--- config.mk ---
export PLATFORM = sky130hd
export DESIGN_NAME = flow_sig_hash
export DESIGN_NICKNAME = d
export VERILOG_FILES = /design/src/rtl/fsh_pkg.sv /design/src/rtl/fsh_stream_prep.sv /design/src/rtl/fsh_key_lane.sv /design/src/rtl/fsh_combine.sv /design/src/rtl/flow_sig_hash.sv
export SDC_FILE = /design/constraint.sdc
export NUM_CORES = 1
export LEC_CHECK = 0
export BUFFER_PORTS_ARGS = -buffer_cell sky130_fd_sc_hd__clkbuf_2
export CORE_MARGIN = 10
export CORE_UTILIZATION = 55
export DETAILED_ROUTE_END_ITERATION = 10
export PLACE_DENSITY = 0.82
export SLEW_MARGIN = 20
export SYNTH_ARGS = -nofsm -noshare
export SYNTH_HDL_FRONTEND = slang
export SYNTH_SLANG_ARGS = --single-unit
--- constraint.sdc ---
create_clock -name clk -period 5.3 [get_ports clk]
set_input_delay 1.06 -clock clk [delete_from_list [all_inputs] [get_ports clk]]
set_output_delay 1.06 -clock clk [all_outputs]
set_load 0.01 [all_outputs]
--- src/rtl/fsh_pkg.sv ---
package fsh_pkg;

    localparam int WORD_W    = 32;
    localparam int HALF_W    = WORD_W / 2;
    localparam int FIELD_W   = HALF_W - 1;

    typedef logic [WORD_W-1:0] word_t;

    typedef struct packed {
        word_t shared_acc;
        word_t bucket_acc;
        word_t sig_acc;
    } acc_t;

    typedef enum logic [0:0] {
        ST_IDLE = 1'b0,
        ST_OUT  = 1'b1
    } out_state_e;

    localparam word_t FIELD_MASK = word_t'((1 << FIELD_W) - 1);
    localparam word_t VALID_FLAG = word_t'(1) << FIELD_W;

endpackage

--- src/rtl/fsh_stream_prep.sv ---
module fsh_stream_prep
    import fsh_pkg::*;
(
    input  word_t flow_word,
    input  word_t comp_word,
    output word_t hi_word,
    output word_t lo_first,
    output word_t lo_rest
);

    word_t swapped;

    // Low half of the stream: compressed word with 16-bit halves exchanged.
    assign swapped  = {comp_word[HALF_W-1:0], comp_word[WORD_W-1:HALF_W]};

    // High half takes the flow word before any iteration.
    assign hi_word  = comp_word ^ flow_word ^ (flow_word >> HALF_W);

    // Iteration 0 sees the unmixed low half; later iterations the mixed one.
    assign lo_first = swapped;
    assign lo_rest  = swapped ^ flow_word ^ (flow_word << HALF_W);

endmodule

--- src/rtl/fsh_key_lane.sv ---
module fsh_key_lane
    import fsh_pkg::*;
#(
    parameter logic [31:0] BUCKET_KEY = 32'h3DAD14E2,
    parameter logic [31:0] SIG_KEY    = 32'h174D3614
)
(
    input  word_t hi_word,
    input  word_t lo_first,
    input  word_t lo_rest,
    output acc_t  acc
);

    localparam logic [31:0] SHARED_KEY = BUCKET_KEY & SIG_KEY;

    word_t term_sh [HALF_W];
    word_t term_bk [HALF_W];
    word_t term_sg [HALF_W];

    for (genvar n = 0; n < HALF_W; n++) begin : g_iter
        // Priority per key bit: shared, then bucket, then signature.
        localparam bit LO_SH = SHARED_KEY[n];
        localparam bit LO_BK = !LO_SH && BUCKET_KEY[n];
        localparam bit LO_SG = !LO_SH && !LO_BK && SIG_KEY[n];
        localparam bit HI_SH = SHARED_KEY[n+HALF_W];
        localparam bit HI_BK = !HI_SH && BUCKET_KEY[n+HALF_W];
        localparam bit HI_SG = !HI_SH && !HI_BK && SIG_KEY[n+HALF_W];

        word_t lo_w;
        if (n == 0) begin : g_first
            assign lo_w = lo_first;
        end else begin : g_rest
            assign lo_w = lo_rest;
        end

        assign term_sh[n] = (LO_SH ? (lo_w >> n) : '0)
                          ^ (HI_SH ? (hi_word >> n) : '0);
        assign term_bk[n] = (LO_BK ? (lo_w >> n) : '0)
                          ^ (HI_BK ? (hi_word >> n) : '0);
        assign term_sg[n] = (LO_SG ? (lo_w << (HALF_W - n)) : '0)
                          ^ (HI_SG ? (hi_word << (HALF_W - n)) : '0);
    end

    always_comb begin
        acc = '0;
        for (int n = 0; n < HALF_W; n++) begin
            acc.shared_acc = acc.shared_acc ^ term_sh[n];
            acc.bucket_acc = acc.bucket_acc ^ term_bk[n];
            acc.sig_acc    = acc.sig_acc    ^ term_sg[n];
        end
    end

endmodule

--- src/rtl/fsh_combine.sv ---
module fsh_combine
    import fsh_pkg::*;
(
    input  acc_t  acc,
    output word_t hash_word
);

    word_t bucket_fin;
    word_t sig_fin;

    assign bucket_fin = (acc.bucket_acc ^ acc.shared_acc) & FIELD_MASK;
    assign sig_fin    = (acc.sig_acc ^ (acc.shared_acc << HALF_W))
                      & (FIELD_MASK << HALF_W);
    assign hash_word  = sig_fin ^ bucket_fin ^ VALID_FLAG;

endmodule

--- src/rtl/flow_sig_hash.sv ---
module flow_sig_hash
    import fsh_pkg::*;
#(
    parameter logic [31:0] BUCKET_KEY = 32'h3DAD14E2,
    parameter logic [31:0] SIG_KEY    = 32'h174D3614
)
(
    input  logic        clk,
    input  logic        rst,
    input  logic        in_valid,
    input  logic [31:0] in_flow_word,
    input  logic [31:0] in_comp_word,
    output logic        out_valid,
    output logic [31:0] out_hash
);

    word_t      hi_word;
    word_t      lo_first;
    word_t      lo_rest;
    acc_t       acc;
    word_t      hash_next;
    word_t      hash_q;
    out_state_e state_q;
    out_state_e state_d;

    fsh_stream_prep u_prep (
        .flow_word (in_flow_word),
        .comp_word (in_comp_word),
        .hi_word   (hi_word),
        .lo_first  (lo_first),
        .lo_rest   (lo_rest)
    );

    fsh_key_lane #(
        .BUCKET_KEY (BUCKET_KEY),
        .SIG_KEY    (SIG_KEY)
    ) u_lane (
        .hi_word  (hi_word),
        .lo_first (lo_first),
        .lo_rest  (lo_rest),
        .acc      (acc)
    );

    fsh_combine u_comb (
        .acc       (acc),
        .hash_word (hash_next)
    );

    // Next-state logic: accept, stream, drain.
    always_comb begin
        state_d = state_q;
        unique case (state_q)
            ST_IDLE: if (in_valid)  state_d = ST_OUT;
            ST_OUT:  if (!in_valid) state_d = ST_IDLE;
            default: state_d = ST_IDLE;
        endcase
    end

    always_ff @(posedge clk) begin
        if (rst) state_q <= ST_IDLE;
        else     state_q <= state_d;
    end

    // Output register: loads on every accepted pair, holds otherwise.
    always_ff @(posedge clk) begin
        if (rst)           hash_q <= '0;
        else if (in_valid) hash_q <= hash_next;
    end

    assign out_valid = (state_q == ST_OUT);
    assign out_hash  = hash_q;

endmodule

* Word-level counts from Yosys, hierarchy flattened *
Cells that the tools add are included.

storage, ports and cells
  register bits after elaboration = 33
  memories = 0
  memory bits (read-only) = 0
  output and inout bits = 33
  latch bits = 0
  memory bits (writable) = 0

cells by class
  eq/ne operators = 0
  multipliers = 0
  div/mod/pow operators = 0
  multiplexer cells = 1
  bitwise logic cells = 27
  add/subtract/negate cells = 0
  order comparisons = 0
  shift-type cells = 0
  reduce and logical (&&, ||, !) cells = 0

operators by type and width
  kind            count
  $xor 15x15->15  15
  $xor 31x31->31  6
  $xor 28x28->28  3
  $xor 31x15->31  1
  $xor 28x16->28  1
  $mux 1          1
  $not 1->1       1

* Depth between registers and ports, before layout *
Gate-level depths: netlist of run 1.

  depth after elaboration = 11
  mapped depth = 7
  depth with buffers taken out = 6

* Hierarchy *
From an unflattened synthesis of run 1, not the netlist that was laid out.

second synthesis, totals
  cell total of the unflattened synthesis = 608
  area total of the unflattened synthesis = 5948.2 um2

by module, submodules not included
  module           area each (um2)  seq. area each (um2)  cells an instance  times used
  fsh_key_lane     3179.3           0.0                   372                1
  fsh_stream_prep  1281.2           0.0                   96                 1
  flow_sig_hash    1202.4           660.6                 106                1
  fsh_combine      285.3            0.0                   34                 1

* Worst setup path before layout of run 1 *
Ideal clock, no wire load.

  path kind = input-to-reg
  start = in in_flow_word[8]
  end = reg hash_q[1] (netlist: out_hash[1])
  path buffers = 1
  cell stages on the path = 6
  setup time = 79 ps
  required time = 5221 ps
  slack = 2399 ps
  arrival time = 2822 ps
  cell sequence = xnor3_1 -> buf_4 -> xor3_2 -> xor2_1 -> xnor3_1 -> a211oi_2

on the way
  longest elaborated chain between the ends = 8
  elaborated cells between the ends (all ways) = 10
  those cells by class = bitwise: 10

ends and longest elaborated chain
  element                                           RTL line                                      text
  start, declared                                   flow_sig_hash.sv:11                           input logic [31:0] in_flow_word,
  $xor 28x28->28 (on tied branches)                 fsh_stream_prep.sv:21, fsh_stream_prep.sv:17
  $xor 28x28->28 or $xor 28x16->28 (tied branches)  fsh_stream_prep.sv:21, fsh_stream_prep.sv:17
  $xor 15x15->15 (*)                                fsh_key_lane.sv:39                            ^ (HI_BK ? (hi_word >> n) : '0);
  $xor 15x15->15 (*) (3 in a row)                   fsh_key_lane.sv:48                            acc.bucket_acc = acc.bucket_acc ^ term_bk[n];
  $xor 15x15->15 (*)                                fsh_combine.sv:11                             assign bucket_fin = (acc.bucket_acc ^ acc.shared_acc) & FIELD_MASK;
  $xor 31x15->31 (*)                                fsh_combine.sv:14                             assign hash_word = sig_fin ^ bucket_fin ^ VALID_FLAG;
  end signal, assigned                              flow_sig_hash.sv:67                           else if (in_valid) hash_q <= hash_next;
  end, declared                                     flow_sig_hash.sv:22                           word_t hash_q;

Mark *: on every way between the ends. The rest lies on a longest branch, timed or not.
A chain may end at the register's enable or synchronous reset.

* Worst setup path after layout of run 1 *
Ends and elaborated chain as after synthesis.

==> impl_metrics.tcl, run 1 <==
set metrics [dict create \
    post-place-ws_ns 2.02 \
    r2r_cells 2 \
    multiInputGateArea_um2 3390 \
    holdPathStages 2 \
    cap_violations 0 \
    startpoint_type "primary input" \
    ys_seq_area_frac 0.156 \
    drive_above_1_share 0.249 \
    layout_min_cycle_time_ns 2.99 \
    crit_path_end_kind "flip-flop" \
    grt_pass1_vias 3051 \
    first_pass_iters 4 \
    crit_fanout 7 \
    timing.fmax_mhz 334 \
    power.share.sequential 0.165 \
    layout.nets 536 \
    finalSetupViolCount 0 \
    cts_buffer_depth 2 \
    min_to "out_hash[21]" \
    syn_avg_cell_area_um2 10.9 \
    synth.distinct_cells 20 \
    cts_root_buf "clkbuf_8" \
    portBuffers 98 \
    final_cell_mix "164 x xnor2_1, 98 x clkbuf_2, 52 x xor2_1, 38 x xnor3_1, 32 x dfxtp_1" \
    post_cts_resized 0 \
    grt_pass1_wl_um 16100 \
    p_per_area_nw_per_um2 488 \
    drc 0 \
    vias 2799 \
    dieArea_um2 11300 \
    htreeDepth 2 \
    vias_per_cell 4.92 \
    ff_latch_area_um2 641 \
    r2r-start "out_hash[10]" \
    hp-start "out_hash[21]" \
    hp-class "reg -> reg" \
    postCtsHoldBufs 0 \
    worst_slack_ns 2.31 \
    wl_per_cell_um 18.3 \
    p_switching_uw 972 \
    clk_latency_ns 0.28 \
    hold_viol_final 0 \
    yosysTopAreaCell "xnor2_1" \
    r2r_end "out_hash[10]" \
    finalSetupTns_ns 0 \
    ant_nets 0 \
    grt_max_degree 49 \
    status "completed" \
    syn_area_um2 4100 \
    min_period_over_period 0.564 \
    power_frac_comb 0.728 \
    rows 31 \
    required_ns 5.50 \
    ys_ff_latch 32 \
    grt_antenna_before_repair 0 \
    rsz0062_at_grt "false" \
    arrival_ns 3.19 \
    drt_iter0_drc 133 \
    dpl.hpwl_um 9180 \
    n_antenna_cell 0 \
    initial_core_util 0.565 \
    slew_headroom 0.445 \
    areaGrowthSynthToFinish_pct 16.7 \
    power.internal_mw 1.36 \
    synth.area.top_cells "xnor2_1 35%, xnor3_1 21%, dfxtp_1 16%" \
    clock_sinks 32 \
    core-area_um2 7250 \
    synth_warnings 0 \
    routed_wl_um 10400 \
    post-cts-setup-buffers 0 \
    clock_power_share 0.108 \
    tritoncts "done" \
    clk_pin_slew_ns 0.07 \
    syn_inst 377 \
    leakagePower_nw 2.16 \
    mostFrequentLayoutCell "xnor2_1" \
    worst_pin_slew_ns 0.826 \
    track_usage 0.181 \
    cts_buffers 5 \
    synth_nets 444 \
    fillers 616 \
    die_h_um 106 \
    swShare 0.417 \
    fp.dieW_um 106 \
    drv_slew 0 \
    synth_top_area_frac 0.351 \
    p_total_mw 2.33 \
    skew_ns 0 \
    pin_count 100 \
    r2r_slack_ns 4.57 \
    grt_overflow 0 \
    peakVddDrop_v 0.000157 \
    worstSetupPathType "in -> reg" \
    gp_congestion 0.947 \
]
## layout make-up
cell class,instances,area share
Tap cell,99,0.0259
Clock inverter,1,0.00628
Inverter,1,0.000786
Clock buffer,7,0.0202
Timing Repair Buffer,98,0.103
Multi-Input combinational cell,331,0.710
Sequential cell,32,0.134
## power by group through the flow
stage               Sequential, mW  Clock, mW  Combinational [mW]
floorplan                    0.430          0                1.25
global placement             0.388          0                1.67
detailed placement           0.390          0                1.69
CTS                          0.385      0.255                1.70
global route                 0.397      0.267                1.82
finish                       0.384      0.251                1.70
## metal layers
metal  vias to the layer above  track usage  wire, um
li1                       1409            -         -
met1                      1264        0.226      4650
met2                       108        0.298      4670
met3                        18       0.0459       807
met4                         0       0.0658       276
met5                         -            0         0
## per-stage QoR
step | instance area (um2) | util | hold WS [ns] | cells
floorplan | 4100 | - | 0.504 | 377
global placement | 4650 | 0.641 | 0.453 | 561
detailed placement | 4650 | 0.641 | 0.472 | 561
CTS | 4780 | 0.659 | 0.483 | 569
global route | 4780 | 0.659 | 0.501 | 569
finish | 4780 | 0.659 | 0.480 | 569
## synthesized netlist by cell type (all sizes together)
library cell,count
buf,3
o22ai,13
nand2b,14
inv,1
xor3,5
xor2,55
nor2,19
clkbuf,10
dfxtp,32
xnor2,167
xnor3,40
a211oi,16
conb,1
mux2i,1
## worst max-delay path by stage
stage | startpoint | end | slack [ns] | cells past startpoint
2_1_floorplan | in_flow_word[8] | out_hash[1] | 2.40 | 6
3_3_place_gp | in_flow_word[8] | out_hash[1] | 2.07 | 6
3_5_place_dp | in_flow_word[8] | out_hash[1] | 2.02 | 6
4_1_cts | in_flow_word[8] | out_hash[1] | 2.29 | 6
5_1_grt | in_flow_word[8] | out_hash[1] | 2.18 | 6
6_report | in_flow_word[8] | out_hash[1] | 2.31 | 6
## registers in the layout (all words and copies together) (netlist names)
signal     flops
out_valid      1
out_hash      31
## worst max-delay path, cell delays in order
cell and delay, ns:
clkbuf_2 0.10, xnor3_1 0.67, xor3_2 0.46, xor2_1 0.24, xnor3_1 0.45, a211oi_2 0.21
## cell families (layout without fill, tap and decap cells)
family,after synthesis,after routing,synth area share
XOR/XNOR,267,267,0.736
other,1,1,0.000916
AND/OR/NAND/NOR,33,33,0.0388
AO/OA/AOI/OAI,29,29,0.0504
multiplexers,1,1,0.00244
buffers and inverters,14,107,0.0150
flip-flops,32,32,0.156
Note: power is estimated with default switching activity, not from simulation.
==> inputs of run 2 (changes only) <==
--- a/config.mk
+++ b/config.mk
@@ -7,9 +7,9 @@
 export LEC_CHECK = 0
 export BUFFER_PORTS_ARGS = -buffer_cell sky130_fd_sc_hd__clkbuf_2
 export CORE_MARGIN = 10
-export CORE_UTILIZATION = 55
+export CORE_UTILIZATION = 50
 export DETAILED_ROUTE_END_ITERATION = 10
-export PLACE_DENSITY = 0.82
+export PLACE_DENSITY = 0.78
 export SLEW_MARGIN = 20
 export SYNTH_ARGS = -nofsm -noshare
 export SYNTH_HDL_FRONTEND = slang
==> constraint.sdc (replaced) <==
create_clock -name clk -period 2.5 [get_ports clk]
set_input_delay 0.5 -clock clk [delete_from_list [all_inputs] [get_ports clk]]
set_output_delay 0.5 -clock clk [all_outputs]
set_load 0.01 [all_outputs]
==> run 2 against run 1 <==
Core utilization down 0.92 points. Non-clock buffer count up 44. Die area up 8.1%. Total power up 120%. Via count up 7.4%. Critical endpoint unchanged. Largest power group unchanged.
==> impl_metrics.tcl, run 2 (same netlist as run 1, synthesis figures left out) <==
set metrics [dict create \
    min_period_over_period 0.890 \
    leakagePower_nw 2.36 \
    post-place-ws_ns 0.00841 \
    largest_reg_flops 31 \
    clk_pin_slew_ns 0.07 \
    drv_slew 0 \
    post-cts-setup-buffers 0 \
    p_per_area_nw_per_um2 1000 \
    core-area_um2 7850 \
    post_cts_resized 0 \
    cpPeakStageDelay_ns 0.47 \
    track_usage 0.180 \
    first_pass_iters 4 \
    slew_headroom 0.643 \
    routed_wl_um 11300 \
    holdPathStages 2 \
    gp_congestion 0.935 \
    cap_violations 0 \
    ant_nets 0 \
    rsz0062_at_grt "false" \
    rows 32 \
    layout.nets 580 \
    fin_cells 616 \
    final_cell_area_um2 5100 \
    hp-start "out_hash[15]" \
    place_inst 608 \
    r2r_cells 2 \
    portBuffers 98 \
    path_delay_family "XOR/XNOR gates" \
    areaGrowthSynthToFinish_pct 24.5 \
    grt_max_degree 32 \
    final_core_utilization 0.650 \
    timing.fmax_mhz 449 \
    clk_latency_ns 0.28 \
    worst_pin_slew_ns 0.535 \
    crit_fanout 2 \
    crit_path_end_kind "flip-flop" \
    cts_buffers 5 \
    mostFrequentLayoutCell "xnor2_1" \
    finalSetupViolCount 0 \
    p_total_mw 5.10 \
    startpoint_type "primary input" \
    die_h_um 111 \
    power_frac_comb 0.743 \
    holdWs_ns 0.480 \
    cp_cell_sequence "clkbuf_2 > xnor3_2 > xor3_2 > xor2_1 > xnor3_1 > a211oi_2" \
    r2r-start "out_hash[18]" \
    final_cell_mix "164 x xnor2_1, 98 x clkbuf_2, 52 x xor2_1, 44 x buf_4, 38 x xnor3_1" \
    grt_pass1_vias 3329 \
    skew_ns 0 \
    status "completed" \
    drc 0 \
    n_antenna_cell 0 \
    r2r_slack_ns 1.77 \
    clock_sinks 32 \
    power.share.sequential 0.162 \
    dieArea_um2 12200 \
    peakVddDrop_v 0.000303 \
    dpl.hpwl_um 10100 \
    grt_antenna_before_repair 0 \
    critPathSlowestCell "xnor3_1" \
    power.internal_mw 2.97 \
    path_buf_inv 1 \
    htreeDepth 2 \
    grt_overflow 0 \
    placed_cell_area_um2 4990 \
    hp-class "reg -> reg" \
    min_to "out_hash[15]" \
    postCtsHoldBufs 0 \
    arrival_ns 2.44 \
    r2r_end "out_hash[18]" \
    layout_min_cycle_time_ns 2.23 \
    worstSetupPathType "in -> reg" \
    p_switching_mw 2.13 \
    cts_buffer_depth 2 \
    wl_per_cell_um 18.3 \
    fp.dieW_um 111 \
    drt_iter0_drc 138 \
    initial_core_util 0.522 \
    pin_count 100 \
    grt_pass1_wl_um 17700 \
    cts_root_buf "clkbuf_8" \
    drive_above_1_share 0.313 \
    hold_viol_final 0 \
    vias 3006 \
    worst_slack_ns 0.275 \
    tritoncts "done" \
    finalSetupTns_ns 0 \
    required_ns 2.71 \
    clock_power_share 0.096 \
    swShare 0.417 \
    vias_per_cell 4.88 \
]
## run 2: cell count changes in the layout (fill, tap and decap cells not counted)
| cell | previous run | this run |
|---|---|---|
| clkbuf_8 | 7 | 5 |
| clkinv_2 | 0 | 1 |
| clkinvlp_4 | 0 | 1 |
| buf_4 | 0 | 44 |
## run 2: power groups by stage
stage	clock (mW)	sequential, mW	combinational, mW
6_report	0.488	0.824	3.79
3_3_place_gp	0	0.824	3.75
2_1_floorplan	0	0.912	2.65
4_1_cts	0.499	0.825	3.80
5_1_grt	0.526	0.854	4.07
3_5_place_dp	0	0.835	3.79
## run 2: worst max-delay path by stage
stage	slack, ns	to	start	depth (start not counted)
final	0.27	out_hash[1]	in_flow_word[14]	6
after detailed placement	0.008	out_hash[1]	in_flow_word[14]	6
after global routing	0.20	out_hash[8]	in_comp_word[29]	8
after CTS	0.29	out_hash[1]	in_flow_word[14]	6
after global placement	0.04	out_hash[1]	in_flow_word[14]	6
after floorplan	0.16	out_hash[1]	in_flow_word[8]	6
## run 2: final cells by class
type	count	area, um2
clock buffers	5	68.8
clock inverters	3	42.5
fillers	676	2750
inverters	1	3.75
multi-input cells	331	3390
flip-flops and latches	32	641
well taps	102	128
repair buffers	142	821
## run 2: worst register-to-register path: stages (launching register included)
cell	delay (ns)
dfxtp_1	0.35
nor2_1	0.05
a211oi_1	0.24
## run 2: per-layer routing
layer | global-route usage | part of all wire
met4 | 0.0622 | 0.024
met2 | 0.302 | 0.47
met3 | 0.0357 | 0.056
met1 | 0.222 | 0.45
met5 | 0 | 0
